===== src/rtl/mbx_pkg.sv =====
// Package: mbx_pkg
// Shared types for the mailbox bank. It classifies the access that the
// decoder sees on the register port in one cycle.
// Assumes: nothing beyond IEEE 1800-2017.
package mbx_pkg;

    // Kind of access seen on the shared index in one cycle
    typedef enum logic [1:0] {
        ACC_IDLE  = 2'b00,
        ACC_WRITE = 2'b01,
        ACC_READ  = 2'b10,
        ACC_BOTH  = 2'b11
    } acc_kind_t;

    // Builds the access kind from the two strobes
    function automatic acc_kind_t classify(input logic wr, input logic rd);
        return acc_kind_t'({rd, wr});
    endfunction

endpackage


===== src/rtl/mbx_decode.sv =====
// Module: mbx_decode
// Turns the shared slot index and the two strobes into one-hot write-hit and
// read-hit vectors, plus a flag that says the index names an existing slot.
// Assumes: 2**ADDR_W >= NUM_BOXES. Purely combinational.
module mbx_decode #(
    parameter int NUM_BOXES = 8,
    parameter int ADDR_W    = 4
) (
    input  logic [ADDR_W-1:0]    acc_idx,
    input  logic                 wr_stb,
    input  logic                 rd_stb,
    output logic [NUM_BOXES-1:0] wr_hit,
    output logic [NUM_BOXES-1:0] rd_hit,
    output logic                 idx_ok
);
    import mbx_pkg::*;

    localparam logic [ADDR_W:0] SLOT_LIMIT = (ADDR_W+1)'(NUM_BOXES);

    acc_kind_t kind;

    // Classify the access once so that every slot compare shares it
    always_comb kind = classify(wr_stb, rd_stb);

    // Range check on the raw index
    always_comb idx_ok = ({1'b0, acc_idx} < SLOT_LIMIT);

    // One comparator per slot
    for (genvar g = 0; g < NUM_BOXES; g++) begin : g_cmp
        logic match;
        always_comb match = (acc_idx == ADDR_W'(g));
        always_comb wr_hit[g] = match && (kind == ACC_WRITE || kind == ACC_BOTH);
        always_comb rd_hit[g] = match && (kind == ACC_READ  || kind == ACC_BOTH);
    end

    // Decoder sanity: at most one slot hit, and none for an invalid index
    always_comb begin
        AST_WR_ONEHOT: assert ($onehot0(wr_hit));
        AST_RD_ONEHOT: assert ($onehot0(rd_hit));
        AST_OOR_NOHIT: assert (idx_ok || (wr_hit == '0 && rd_hit == '0));
    end

endmodule


===== src/rtl/mbx_slot.sv =====
// Module: mbx_slot
// One mailbox slot: a stored word and an interrupt flag. A write stores the
// word and sets the flag. A read clears the flag unless a write lands in the
// same cycle, in which case the write takes priority.
// Assumes: wr_hit and rd_hit already qualified by the decoder.
module mbx_slot #(
    parameter int DATA_W = 32
) (
    input  logic              clk,
    input  logic              rst_n,
    input  logic              wr_hit,
    input  logic              rd_hit,
    input  logic [DATA_W-1:0] wr_data,
    output logic [DATA_W-1:0] word_q,
    output logic              flag_q
);

    // Stored word: load on write, otherwise hold
    always_ff @(posedge clk) begin
        if (!rst_n)      word_q <= '0;
        else if (wr_hit) word_q <= wr_data;
    end

    // Interrupt flag: set by write, cleared by read, write has priority
    always_ff @(posedge clk) begin
        if (!rst_n)      flag_q <= 1'b0;
        else if (wr_hit) flag_q <= 1'b1;
        else if (rd_hit) flag_q <= 1'b0;
    end

    AST_WR_RAISES: assert property (@(posedge clk) disable iff (!rst_n)
        wr_hit |=> flag_q);
    AST_WR_STORES: assert property (@(posedge clk) disable iff (!rst_n)
        wr_hit |=> word_q == $past(wr_data));
    AST_RD_CLEARS: assert property (@(posedge clk) disable iff (!rst_n)
        (rd_hit && !wr_hit) |=> !flag_q);
    AST_WR_WINS: assert property (@(posedge clk) disable iff (!rst_n)
        (rd_hit && wr_hit) |=> flag_q);
    AST_WORD_HOLD: assert property (@(posedge clk) disable iff (!rst_n)
        !wr_hit |=> $stable(word_q));
    AST_FLAG_HOLD: assert property (@(posedge clk) disable iff (!rst_n)
        (!wr_hit && !rd_hit) |=> $stable(flag_q));

endmodule


===== src/rtl/mbx_readmux.sv =====
// Module: mbx_readmux
// Selects the addressed slot's word with an AND-OR tree driven by the
// one-hot read hits, and registers it on a read strobe. An invalid index
// returns zero. The output holds between reads.
// Assumes: rd_hit is one-hot or zero.
module mbx_readmux #(
    parameter int NUM_BOXES = 8,
    parameter int DATA_W    = 32
) (
    input  logic                              clk,
    input  logic                              rst_n,
    input  logic                              rd_stb,
    input  logic                              idx_ok,
    input  logic [NUM_BOXES-1:0]              rd_hit,
    input  logic [NUM_BOXES-1:0][DATA_W-1:0]  words,
    output logic [DATA_W-1:0]                 rd_data
);

    logic [DATA_W-1:0] sel_word;

    // AND-OR selection of the hit slot's word
    always_comb begin
        sel_word = '0;
        for (int k = 0; k < NUM_BOXES; k++) begin
            sel_word = sel_word | (words[k] & {DATA_W{rd_hit[k]}});
        end
    end

    // Output register: load on read, hold otherwise
    always_ff @(posedge clk) begin
        if (!rst_n)      rd_data <= '0;
        else if (rd_stb) rd_data <= idx_ok ? sel_word : '0;
    end

    AST_OOR_ZERO: assert property (@(posedge clk) disable iff (!rst_n)
        (rd_stb && !idx_ok) |=> rd_data == '0);
    AST_RDATA_HOLD: assert property (@(posedge clk) disable iff (!rst_n)
        !rd_stb |=> $stable(rd_data));

endmodule


===== src/rtl/mbx_bank.sv =====
// Module: mbx_bank
// Top of the write-triggered interrupt mailbox bank. It holds NUM_BOXES
// slots, and each slot has a word and an interrupt line. A write stores the
// word and raises the line. A read returns the word one cycle later and
// acknowledges the line.
// Assumes: synchronous active-low reset; 2**ADDR_W >= NUM_BOXES.
module mbx_bank #(
    parameter int NUM_BOXES = 8,
    parameter int DATA_W    = 32,
    parameter int ADDR_W    = 4
) (
    input  logic                 clk,
    input  logic                 rst_n,
    input  logic [ADDR_W-1:0]    acc_idx,
    input  logic                 wr_stb,
    input  logic                 rd_stb,
    input  logic [DATA_W-1:0]    wr_data,
    output logic [DATA_W-1:0]    rd_data,
    output logic [NUM_BOXES-1:0] irq
);

    logic [NUM_BOXES-1:0]             wr_hit;
    logic [NUM_BOXES-1:0]             rd_hit;
    logic                             idx_ok;
    logic [NUM_BOXES-1:0][DATA_W-1:0] words;

    mbx_decode #(.NUM_BOXES(NUM_BOXES), .ADDR_W(ADDR_W)) u_dec (
        .acc_idx (acc_idx),
        .wr_stb  (wr_stb),
        .rd_stb  (rd_stb),
        .wr_hit  (wr_hit),
        .rd_hit  (rd_hit),
        .idx_ok  (idx_ok)
    );

    for (genvar s = 0; s < NUM_BOXES; s++) begin : g_slot
        mbx_slot #(.DATA_W(DATA_W)) u_slot (
            .clk     (clk),
            .rst_n   (rst_n),
            .wr_hit  (wr_hit[s]),
            .rd_hit  (rd_hit[s]),
            .wr_data (wr_data),
            .word_q  (words[s]),
            .flag_q  (irq[s])
        );
    end

    mbx_readmux #(.NUM_BOXES(NUM_BOXES), .DATA_W(DATA_W)) u_rmux (
        .clk     (clk),
        .rst_n   (rst_n),
        .rd_stb  (rd_stb),
        .idx_ok  (idx_ok),
        .rd_hit  (rd_hit),
        .words   (words),
        .rd_data (rd_data)
    );

    // Port-level rules: reset clears the lines, an invalid index moves no line
    AST_RST_CLEAR: assert property (@(posedge clk)
        !rst_n |=> (irq == '0 && rd_data == '0));
    AST_OOR_IRQ: assert property (@(posedge clk) disable iff (!rst_n)
        ((wr_stb || rd_stb) && !idx_ok) |=> $stable(irq));

endmodule


===== config.mk =====
export PLATFORM = sky130hd
export DESIGN_NAME = mbx_bank
export DESIGN_NICKNAME = d
export VERILOG_FILES = /design/src/rtl/mbx_pkg.sv /design/src/rtl/mbx_decode.sv /design/src/rtl/mbx_slot.sv /design/src/rtl/mbx_readmux.sv /design/src/rtl/mbx_bank.sv
export SDC_FILE = /design/constraint.sdc
export NUM_CORES = 1
export LEC_CHECK = 0
export BUFFER_PORTS_ARGS = -buffer_cell sky130_fd_sc_hd__buf_2
export CAP_MARGIN = 25
export CORE_MARGIN = 2
export CORE_UTILIZATION = 45
export DETAILED_ROUTE_END_ITERATION = 7
export SYNTH_ARGS = -nofsm -noshare
export SYNTH_HDL_FRONTEND = slang
export SYNTH_SLANG_ARGS = --single-unit

===== constraint.sdc =====
create_clock -name clk -period 3 [get_ports clk]
set_input_delay 0.15 -clock clk [delete_from_list [all_inputs] [get_ports clk]]
set_output_delay 0.15 -clock clk [all_outputs]
set_load 0.005 [all_outputs]

Word-level counts from Yosys, hierarchy flattened
Cells that the tools add are included.
{ "op_classes": {"n_eq_ne": 10, "bitwise": 15, "muxes": 17, "n_reduce_logical": 27, "shifts": 0, "mul": 0, "n_addsub": 0, "div_mod_pow": 0, "order_cmp": 1} }
{ "op_table": {"columns": ["operator", "n"], "rows": [
  ["32-bit AND", 8],
  ["32-bit bitwise OR", 7],
  ["32-bit 2-to-1 mux", 1],
  ["4-bit by 3-bit == test with 1-bit output (second input constant)", 4],
  ["1-bit logical AND", 16],
  ["1-bit 2-to-1 mux", 16],
  ["2-bit nonzero test", 8],
  ["4-bit by 2-bit == test with 1-bit output (second input constant)", 2],
  ["2-bit == test (second input constant)", 2],
  ["4-bit by 1-bit == test with 1-bit output (second input constant)", 1],
  ["4-bit zero test", 1],
  ["4-bit less-than comparator (second input constant)", 1],
  ["2-bit by 1-bit == test with 1-bit output (second input constant)", 1],
  ["1-bit logical OR", 2]
]} }
{ "word_totals": {"romBits": 0, "out_inout_bits": 40, "elab_cells": 87, "ramBits": 0, "mem_count": 0, "reg_bits": 296, "latch_bits": 0} }

Depth between registers and ports, before layout
Gate-level depths: netlist (run 1).
{ "logic_depth": {"word_depth": 12, "ltp_mapped": 7, "depth_no_buf": 3} }

Hierarchy
Synthesis (run 1) repeated with hierarchy kept, for this count alone.
{ "hier_totals": {"cells_unflattened": 1134, "hier_area_um2": 12744.7} }
{ "by_module_without_submodules": {"columns": ["module", "n_inst", "area_each_um2", "cells_each"], "rows": [
  ["mbx_slot", 8, 1277.5, 106],
  ["mbx_readmux", 1, 2298.5, 258],
  ["mbx_decode", 1, 226.5, 28]
]} }

Least setup slack after synthesis (run 1)
No wires, ideal clock.
{ "synth_path": {"path_kind": "input-to-reg", "start": "input acc_idx[0]", "end": "register u_rmux.rd_data[10]", "t_required_ns": 2.845, "n_path_buf": 2, "slack_ns": 1.577, "arrival_time_ns": 1.268, "stages": 5, "cell_sequence": "buf_4 > clkbuf_1 > mux2_2 > a22oi_1 > a41oi_2"} }
{ "synth_between": {"elab_chain_len": 11, "word_cells_on_any_way": 33, "cone_classes": "order compare: 1; eq/ne: 7; mux: 1; bitwise: 15; reduce/logical: 9"} }
{ "synth_lines": {"columns": ["item", "line_no", "source"], "rows": [
  ["from (decl)", "mbx_bank.sv:14", "input logic [ADDR_W-1:0] acc_idx,"],
  ["4-bit by 1-bit == test with 1-bit output / 4-bit zero test (equally long branches)", "mbx_decode.sv:31", "always_comb match = (acc_idx == ADDR_W'(g));"],
  ["1-bit logical AND", "mbx_decode.sv:33", "always_comb rd_hit[g] = match && (kind == ACC_READ || kind == ACC_BOTH);"],
  ["32-bit AND", "mbx_readmux.sv:25", "sel_word = sel_word | (words[k] & {DATA_W{rd_hit[k]}});"],
  ["32-bit bitwise OR (7 in a row)", "mbx_readmux.sv:25", null],
  ["32-bit 2-to-1 mux (*)", "mbx_readmux.sv:32", "else if (rd_stb) rd_data <= idx_ok ? sel_word : '0;"],
  ["to (signal assigned)", "mbx_readmux.sv:32", null],
  ["to (decl)", "mbx_readmux.sv:16", "output logic [DATA_W-1:0] rd_data"]
]} }
Every way passes the cells marked *; elsewhere a longest branch is shown, timed or not.
A chain may end at the register's enable or synchronous reset.

Worst setup path after layout (run 1)
{ "layout_path": {"start": "input rst_n", "end": "register g_slot[2].u_slot.word_q[4]"} }
{ "layout_rtl": {"columns": ["item", "line_no", "source"], "rows": [
  ["from (decl)", "mbx_bank.sv:13", "input logic rst_n,"],
  ["to (signal assigned)", "mbx_slot.sv:21", "else if (wr_hit) word_q <= wr_data;"],
  ["to (decl)", "mbx_slot.sv:14", "output logic [DATA_W-1:0] word_q,"]
]} }
No word-level cell between the ends.

==> results.py, run 1 <==
metrics = {
    "worst_setup_path": {
        "critPathRequiredTime_ps": 3390,
        "critPathLaunchType": "input pin",
        "cp_data_arrival_time_ps": 1980,
        "crit_type": "input pin to flop",
        "worstPathMaxFanout": 125,
        "endpoint_kind": "flop",
    },
    "cells_and_area": {
        "final_util_pct": 51.9,
        "finalInstanceArea_um2": 15400,
        "fin_nets": 1629,
        "drive_gt1_share_pct": 18.9,
        "syn_to_final_growth_pct": 13.4,
    },
    "synthesis": {
        "syn_inst": 1630,
        "synth_edf_count": 0,
        "synth-seq-cells": 296,
        "synth_top_family_by_area": "compound AO/OA/AOI/OAI gates",
        "yosysTopAreaCellShare_pct": 43.6,
        "yosysUniqueCellTypes": 34,
        "ys_warn_count": 0,
        "synthAdderAreaFrac_pct": 0,
        "syn_nets": 1670,
        "synthTopCellsByArea": "dfxtp_1, nand3_1, a21oi_1",
        "netlist_area_um2": 13600,
        "synth-simple-area-share_pct": 15.0,
        "synth_top_cell_by_area": "dfxtp_1",
        "seq_area_frac_synth_pct": 43.6,
        "async_reset_ff_share_pct": 0,
        "synth.mux.area_fraction_pct": 7.95,
        "synth_area_per_cell_um2": 8.34,
        "synth_xor_area_share_pct": 0,
        "synth_compound_area_share_pct": 25.9,
        "synth-main-ff-cell": "dfxtp_1",
    },
    "flow_run": {
        "cap_viol_max_count": 0,
    },
    "clock_network": {
        "cts_setup_buffers": 0,
        "cts_buffers": 34,
        "path_clk_slew_ps": 60,
        "cts_resized": 0,
        "cts.sinks": 296,
        "insertion_delay_ps": 510,
        "clockBufferDepth": 3,
        "h-tree-depth": 2,
        "cts_tree": "yes",
        "clock-root-buffer": "clkbuf_16",
    },
    "floorplan": {
        "coreArea_um2": 29700,
        "die-area_um2": 31600,
        "die_w_um": 178,
        "placementRows": 63,
        "initial_core_util_pct": 45.7,
        "die_y_um": 178,
        "io_pins": 80,
    },
    "global_route": {
        "antenna_found_initial": 1,
        "grt_pass1_vias": 11600,
        "grtUsageTotal_pct": 26.5,
        "grt_max_degree": 132,
        "grt_pass1_wl_um": 66900,
        "grt_overflow": 0,
    },
    "timing": {
        "fin_crit_ps": 1590,
        "grt_setup_unrepaired": "no",
        "fmax_mhz": 629,
        "setup_viol": 0,
        "finalHoldViolCount": 0,
        "fin_crit_sh_pct": 53.0,
        "slew-limit-headroom_pct": 42.8,
        "worst_pin_slew_ps": 858,
        "slew_viol_final": 0,
        "tns_ps": 0,
        "fin_worst_skew_ps": 14.7,
    },
    "detailed_routing": {
        "drtIter0Drc": 1140,
        "num_vias": 12400,
        "viasPerCell": 6.19,
        "wl_met1_um": 19200,
        "drc_errors": 0,
        "wl_per_cell_um": 21.2,
        "finalWirelength_um": 42500,
        "highest_layer": "met4",
        "wl_met3_um": 2960,
        "ant_nets": 0,
        "dr.pass1.iters": 8,
        "route.met2.wl_um": 19600,
    },
    "status": {
        "outcome": "complete, no violations",
    },
    "pwr": {
        "cellPowerDensity_nw_per_um2": 571,
        "power.leakage_nw": 5.06,
        "ir_drop_mv": 0.412,
    },
    "placement": {
        "place_hpwl_um": 21400,
        "dpl_cell_area_um2": 14000,
        "globalplace.congestion": 0.761,
        "placement.io_buffers": 79,
    },
    "worst_hold_path": {
        "hp-class": "input pin to flop",
    },
}
state kept, by name, indices dropped and copies added, names as in the netlist:
| signal | flops |
|---|---|
| u_rmux.rd_data | 32 |
| g_slot.u_slot.word_q | 256 |
| g_slot.u_slot.flag_q | 8 |
cell type report:
type | count | area (um2)
diodes | 1 | 2.50
well taps | 390 | 488
clock buffers | 47 | 971
flip-flops and latches | 296 | 5930
multi-input cells | 1103 | 6690
fillers | 2754 | 14300
inverters | 2 | 15.0
clock inverters | 11 | 113
repair buffers | 152 | 1220
cell usage in the layout (no fill, tap or decap), drive strengths merged:
master       Yosys  layout
and3b            1       1
inv              0       3
o21a             2       2
and2b            6       6
clkbuf         152      47
and2             1       1
a41oi           32      32
nor2             3       3
or3b             1       1
dfxtp          296     296
diode            0       1
a21oi          294     294
mux2            96      96
buf             77     119
a22oi           32      32
clkinv           2       8
nand2b           3       3
or3              1       1
o31ai            3       3
nand2            8       8
dlygate4sd3      0      33
nor4bb           1       1
nor2b           28      28
or2b             1       1
bufinv           0       2
nor3b            1       1
nor4b            2       2
nand3b           2       2
and4b            2       2
nand3          321     321
o21ai          259     259
a21boi           2       2
or2              1       1
power by group:
group	leakage, nW	switching (W)	total [W]	internal (W)
combinational	2.13	0.000519	0.000712	0.000193
sequential	2.39	0.0000201	0.00400	0.00398
clock	0.540	0.00166	0.00409	0.00243
total	5.06	0.00220	0.00880	0.00661
per-stage QoR:
step	hold slack (ps)	worst slack (ps)	std cells	power, W
6_report	273	1410	2002	0.00880
5_1_grt	312	1290	2002	0.00907
4_1_cts	255	1460	2001	0.00885
3_5_place_dp	454	943	1910	0.00475
3_3_place_gp	450	953	1910	0.00475
2_1_floorplan	268	1580	1630	0.00451
worst max-delay path, stage by stage:
cell           delay (ps)
dlygate4sd3_1         530
buf_2                 160
inv_8                 550
buf_4                 410
a21oi_1                80
layer usage:
layer	track usage, %	vias up
li1	-	5800
met1	37.4	6055
met2	42.8	487
met3	3.53	58
met4	6.28	0
met5	0	-
Yosys cell counts (all sizes together) (2+ instances only):
cell,count
o21a,2
o21ai,259
a22oi,32
clkinv,2
o31ai,3
nand2,8
a41oi,32
dfxtp,296
nand3b,2
a21oi,294
nand2b,3
clkbuf,152
buf,77
nand3,321
mux2,96
and2b,6
nor2,3
nor4b,2
and4b,2
nor2b,28
a21boi,2
cells by family after synthesis:
family                 after synthesis
AOI/OAI and AO/OA                  624
DFF                                296
and+or+nand+nor                    383
muxes                               96
buffers and inverters              231
final timing paths:
kind              slack, ps                                     start  cells after the start                                  endpoint
hold reg to reg         470  g_slot[6].u_slot.word_q[27]$_SDFFE_PN0P_                      2  g_slot[6].u_slot.word_q[27]$_SDFFE_PN0P_
setup reg to reg       1840  g_slot[7].u_slot.word_q[29]$_SDFFE_PN0P_                      3           u_rmux.rd_data[29]$_SDFFE_PN0P_
setup / recovery       1410                                     rst_n                      5   g_slot[2].u_slot.word_q[4]$_SDFFE_PN0P_
hold / removal          270                                    rd_stb                      4           u_rmux.rd_data[18]$_SDFFE_PN0P_
repair_timing:
item,CTS,global route
endpoints found under the setup margin,0,0
hold buffers,33,0
hold endpoints to repair,258,0
Power figures use the tool's default switching activity.
==> run 2, diff against run 1 <==
Settings changed: ABC_AREA set to 1.
Clock period 3 ns to 1.5 ns, I/O delays scaled along.
==> results.py, run 2 <==
metrics = {
    "cells_and_area": {
        "drive_gt1_share_pct": 11.1,
        "largest_reg_flops": 256,
        "fin_nets": 1953,
        "syn_to_final_growth_pct": 18.5,
        "largestRegisters": "g_slot.u_slot.word_q x256, u_rmux.rd_data x32, g_slot.u_slot.flag_q x8",
        "layout_common_cells": "nand2_1, dfxtp_1, a21oi_1, nand3_1, inv_1",
        "max_flop_register": "g_slot.u_slot.word_q",
        "finalInstanceArea_um2": 15600,
        "seq_area_um2": 5930,
        "antenna_cells": 0,
        "layout_commonest_cell": "nand2_1",
        "final.fill_count": 2831,
        "multi_input_area_um2": 5780,
    },
    "pwr": {
        "cellPowerDensity_nw_per_um2": 1110,
        "power.leakage_nw": 6.34,
        "ir_drop_mv": 0.787,
        "fin_total_pwr_w": 0.0173,
    },
    "detailed_routing": {
        "num_vias": 12600,
        "wl_per_cell_um": 16.8,
        "drtIter0Drc": 860,
        "ant_nets": 0,
        "drc_errors": 0,
        "finalWirelength_um": 38900,
        "dr.pass1.iters": 5,
        "viasPerCell": 5.47,
    },
    "floorplan": {
        "initial_core_util_pct": 45.8,
        "placementRows": 62,
        "die-area_um2": 30700,
        "die_w_um": 175,
        "io_pins": 80,
        "die_y_um": 175,
        "coreArea_um2": 28800,
    },
    "worst_setup_path": {
        "endpoint_kind": "output pin",
        "cp_top_family": "flip-flops",
        "reg2reg_depth": 6,
        "path_cells": "buf_2",
        "max_stage_delay_ps": 390,
        "worstPathMaxFanout": 2,
        "critPathRequiredTime_ps": 1420,
        "worst_path_max_delay_cell": "dfxtp_1",
        "critPathLaunchType": "flop",
        "cp_data_arrival_time_ps": 1040,
        "crit_type": "flop to output pin",
        "worst-path-stages": 1,
        "critPathBufInv": 1,
    },
    "synthesis": {
        "yosysTopAreaCellShare_pct": 44.9,
        "synth_top_cell_by_area": "dfxtp_1",
        "netlist_area_um2": 13200,
        "syn_inst": 1871,
        "synth_edf_count": 0,
        "synth_common_cells": "nand2_1, dfxtp_1, a21oi_1",
        "synth-seq-cells": 296,
        "seq_area_frac_synth_pct": 44.9,
        "ys_warn_count": 0,
        "yosysUniqueCellTypes": 15,
        "async_reset_ff_share_pct": 0,
        "synth-main-ff-cell": "dfxtp_1",
        "synthTopCellsByArea": "dfxtp_1, a21oi_1, nand3_1",
        "syn_nets": 1911,
        "synth.most_common_cell": "nand2_1",
        "synth_area_per_cell_um2": 7.05,
    },
    "placement": {
        "globalplace.congestion": 0.789,
        "placement.io_buffers": 79,
        "dpl_cell_area_um2": 14300,
        "place_hpwl_um": 23500,
    },
    "global_route": {
        "grt_pass1_wl_um": 62900,
        "grt_pass1_vias": 11600,
        "grt_overflow": 0,
        "antenna_found_initial": 0,
        "grt_max_degree": 76,
        "grtUsageTotal_pct": 25.1,
    },
    "timing": {
        "grt_setup_unrepaired": "no",
        "whs_ps": 25.4,
        "slew_viol_final": 0,
        "tns_ps": 0,
        "fmax_mhz": 899,
        "slew-limit-headroom_pct": 75.3,
        "worst_pin_slew_ps": 371,
        "setup_viol": 0,
        "fin_worst_skew_ps": 11.3,
        "finalHoldViolCount": 0,
        "fin_crit_sh_pct": 74.2,
        "fin_crit_ps": 1110,
    },
    "clock_network": {
        "path_clk_slew_ps": 50,
        "clock-root-buffer": "clkbuf_16",
        "cts_tree": "yes",
        "insertion_delay_ps": 500,
        "cts_buffers": 34,
        "cts.sinks": 296,
        "h-tree-depth": 2,
        "clockBufferDepth": 3,
    },
    "flow_run": {
        "cap_viol_max_count": 0,
    },
    "worst_hold_path": {
        "hold_depth": 3,
        "hp-class": "input pin to flop",
    },
    "status": {
        "outcome": "complete, no violations",
    },
}
-- run 2: changes by cell type after synthesis, sizes merged, moves of 50 or more --
cell    previous run  this run
nand2              8       306
clkbuf           152       102
nand4              0       160
nor2               3        70
nand3            321       234
inv                0       200
mux2              96         0
o21ai            259       160
-- run 2: cell type report --
cell class	count	share of cell area, %
inverter	200	4.81
sequential	296	37.9
clock buffer	52	6.60
tap	384	3.07
multi-input combinational	1194	36.9
clock inverter	1	0.0320
timing repair buffer	187	10.6
-- run 2: logic make-up (layout without fill, tap and decap cells) --
| group | Yosys count | count (layout) | share of synthesized area [%] |
|---|---|---|---|
| buffers and inverters | 381 | 440 | 11.8 |
| and+or+nand+nor | 770 | 770 | 27.2 |
| AOI/OAI and AO/OA | 424 | 424 | 16.1 |
| DFF | 296 | 296 | 44.9 |
-- run 2: metrics by stage --
stage                     util, %  cells  setup slack [ps]
after floorplan                 -   1871               368
final                        54.3   2314               387
after detailed placement     49.6   2229              54.0
after CTS                    54.3   2314               383
after global routing         54.3   2314               373
after global placement       49.6   2229              83.4
-- run 2: path summary, 6_finish.rpt --
path,from,endpoint,slack [ps]
max reg2reg,g_slot[6].u_slot.word_q[22]$_SDFFE_PN0P_,u_rmux.rd_data[22]$_SDFFE_PN0P_,620
min reg2reg,g_slot[2].u_slot.word_q[29]$_SDFFE_PN0P_,g_slot[2].u_slot.word_q[29]$_SDFFE_PN0P_,440
max,u_rmux.rd_data[1]$_SDFFE_PN0P_,rd_data[1],390
min,wr_stb,g_slot[5].u_slot.word_q[9]$_SDFFE_PN0P_,30
-- run 2: layer usage --
layer	global-route usage, %	up-vias	wire length [um]
met5	0	-	0
met4	8.44	0	1060
met3	2.89	80	1860
met2	41.2	348	17800
met1	34.4	5872	18200
li1	-	6349	-
-- run 2: what timing repair did --
item	4_1_cts	5_1_grt
buffers inserted	0	0
hold buffers	32	0
endpoints found under the hold margin	251	0
gates resized for setup	0	0
-- run 2: report_power, final --
| part | switching [W] | internal, W | total (W) |
|---|---|---|---|
| sequential | 0.0000673 | 0.00800 | 0.00807 |
| combinational | 0.000926 | 0.000429 | 0.00136 |
| clock | 0.00316 | 0.00470 | 0.00786 |
| total | 0.00416 | 0.0131 | 0.0173 |
==> run 3, diff against run 2 <==
Settings changed: ABC_AREA 1 to 0.
Clock period 1.5 ns to 1 ns, I/O delays scaled along.
==> results.py, run 3 (synthesized netlist as in run 1, its figures left out) <==
metrics = {
    "worst_hold_path": {
        "hp-class": "input pin to flop",
        "worstHoldStart": "acc_idx[2]",
    },
    "detailed_routing": {
        "dr.pass1.iters": 7,
        "drc_errors": 0,
        "finalWirelength_um": 46000,
        "drtIter0Drc": 1546,
        "viasPerCell": 6.20,
        "num_vias": 12900,
        "route.met2.wl_um": 20300,
        "wl_met1_um": 20800,
        "highest_layer": "met5",
        "wl_met3_um": 3860,
        "wl_per_cell_um": 22.1,
        "ant_nets": 0,
    },
    "worst_setup_path": {
        "critPathLaunchType": "flop",
        "r2r-start": "g_slot[5].u_slot.word_q[14]$_SDFFE_PN0P_",
        "crit_type": "flop to flop",
        "worstPathMaxFanout": 2,
        "startpoint": "g_slot[5].u_slot.word_q[14]$_SDFFE_PN0P_",
        "timing.rr.end": "u_rmux.rd_data[14]$_SDFFE_PN0P_",
        "reg2reg_depth": 4,
        "r2r_setup_slack_ps": -110,
        "worstSetupEndpoint": "u_rmux.rd_data[14]$_SDFFE_PN0P_",
        "critPathRequiredTime_ps": 1370,
        "cp_data_arrival_time_ps": 1480,
        "endpoint_kind": "flop",
    },
    "global_route": {
        "grtUsageTotal_pct": 28.8,
        "grt_overflow": 0,
        "antenna_found_initial": 6,
        "grt_pass1_vias": 12200,
        "grt_pass1_wl_um": 72000,
        "grt_max_degree": 69,
    },
    "cells_and_area": {
        "largestRegisters": "g_slot.u_slot.word_q x256, u_rmux.rd_data x32, g_slot.u_slot.flag_q x8",
        "drive_gt1_share_pct": 30.9,
        "syn_to_final_growth_pct": 26.7,
        "layout_commonest_cell": "nand3_1",
        "final.fill_count": 2615,
        "largest_reg_flops": 256,
        "max_flop_register": "g_slot.u_slot.word_q",
        "layout_common_cells": "nand3_1, a21oi_1, dfxtp_1, o21ai_0, o21ai_1",
        "final_util_pct": 58.0,
        "fin_cells": 2081,
        "fin_nets": 1706,
    },
    "timing": {
        "slew_viol_final": 0,
        "setup_viol": 33,
        "slew-limit-headroom_pct": 76.7,
        "finalHoldViolCount": 0,
        "fmax_mhz": 900,
        "fin_crit_sh_pct": 111,
        "setup_ws_ps": -112,
        "grt_setup_unrepaired": "yes",
        "fin_worst_skew_ps": 19.2,
        "worst_pin_slew_ps": 349,
        "fin_crit_ps": 1110,
    },
    "clock_network": {
        "cts.sinks": 296,
        "h-tree-depth": 2,
        "insertion_delay_ps": 510,
        "cts_buffers": 34,
        "cts_tree": "yes",
        "clock-root-buffer": "clkbuf_16",
        "path_clk_slew_ps": 60,
        "clockBufferDepth": 3,
        "cts_setup_buffers": 0,
    },
    "status": {
        "violations": "negative setup slack",
        "outcome": "finished with violations",
    },
    "floorplan": {
        "io_pins": 80,
        "initial_core_util_pct": 45.7,
        "die_y_um": 178,
        "die_w_um": 178,
        "die-area_um2": 31600,
        "coreArea_um2": 29700,
        "placementRows": 63,
    },
    "placement": {
        "dp.cells": 1988,
        "place_hpwl_um": 28000,
        "globalplace.congestion": 0.820,
        "placement.io_buffers": 79,
    },
    "pwr": {
        "ir_drop_mv": 0.886,
        "cellPowerDensity_nw_per_um2": 1560,
        "power.leakage_nw": 5.72,
    },
    "flow_run": {
        "cap_viol_max_count": 0,
    },
}
## run 3: how the worst min path moves through the flow
stage	to	cells after the start
floorplan	g_slot[4].u_slot.flag_q$_SDFFE_PN0P_	1
global placement	g_slot[3].u_slot.flag_q$_SDFFE_PN0P_	2
detailed placement	g_slot[3].u_slot.flag_q$_SDFFE_PN0P_	2
CTS	u_rmux.rd_data[30]$_SDFFE_PN0P_	4
global route	u_rmux.rd_data[30]$_SDFFE_PN0P_	4
finish	u_rmux.rd_data[30]$_SDFFE_PN0P_	4
## run 3: critical path, cell delays in order, from the launching register on
cell	delay (ps)
dfxtp_2	310
mux2_4	260
a22oi_2	160
buf_4	160
a41oi_2	80
## run 3: repair_timing
item,in CTS,in global routing
setup endpoints to repair,65,78
hold endpoints to repair,258,0
cloned,0,2
resized for setup,109,60
hold buffers,33,0
pin swaps,56,9
## run 3: cell type report
cell class | instances | area (um2) | area share, %
Clock buffer | 52 | 1020 | 5.92
Clock inverter | 5 | 53.8 | 0.312
Multi-Input combinational cell | 1103 | 7170 | 41.6
Tap cell | 390 | 488 | 2.83
Timing Repair Buffer | 229 | 2450 | 14.2
Inverter | 2 | 15.0 | 0.0872
Sequential cell | 296 | 6020 | 34.9
Antenna cell | 4 | 10.0 | 0.0581
## run 3: routing by layer
layer | vias to the layer above | GRT usage [%]
met5 | - | 0
met4 | 4 | 8.30
met3 | 75 | 5.85
met2 | 534 | 43.1
met1 | 6334 | 41.8
li1 | 5960 | -
## run 3: power breakdown
group / internal [W] / switching [W]
combinational: 0.000955 / 0.00174
sequential: 0.0119 / 0.0000686
clock: 0.00726 / 0.00490
## run 3: through the flow
stage	total power (W)	setup WS, ps	cell area [um2]	setup TNS [ps]	hold WS [ps]
floorplan	0.0137	-176	14100	-18980	168
global placement	0.0147	-418	15200	-101400	354
detailed placement	0.0147	-452	15200	-106430	357
CTS	0.0269	-141	17000	-1270	114
global route	0.0277	-174	17200	-2560	156
finish	0.0268	-112	17200	-1050	162
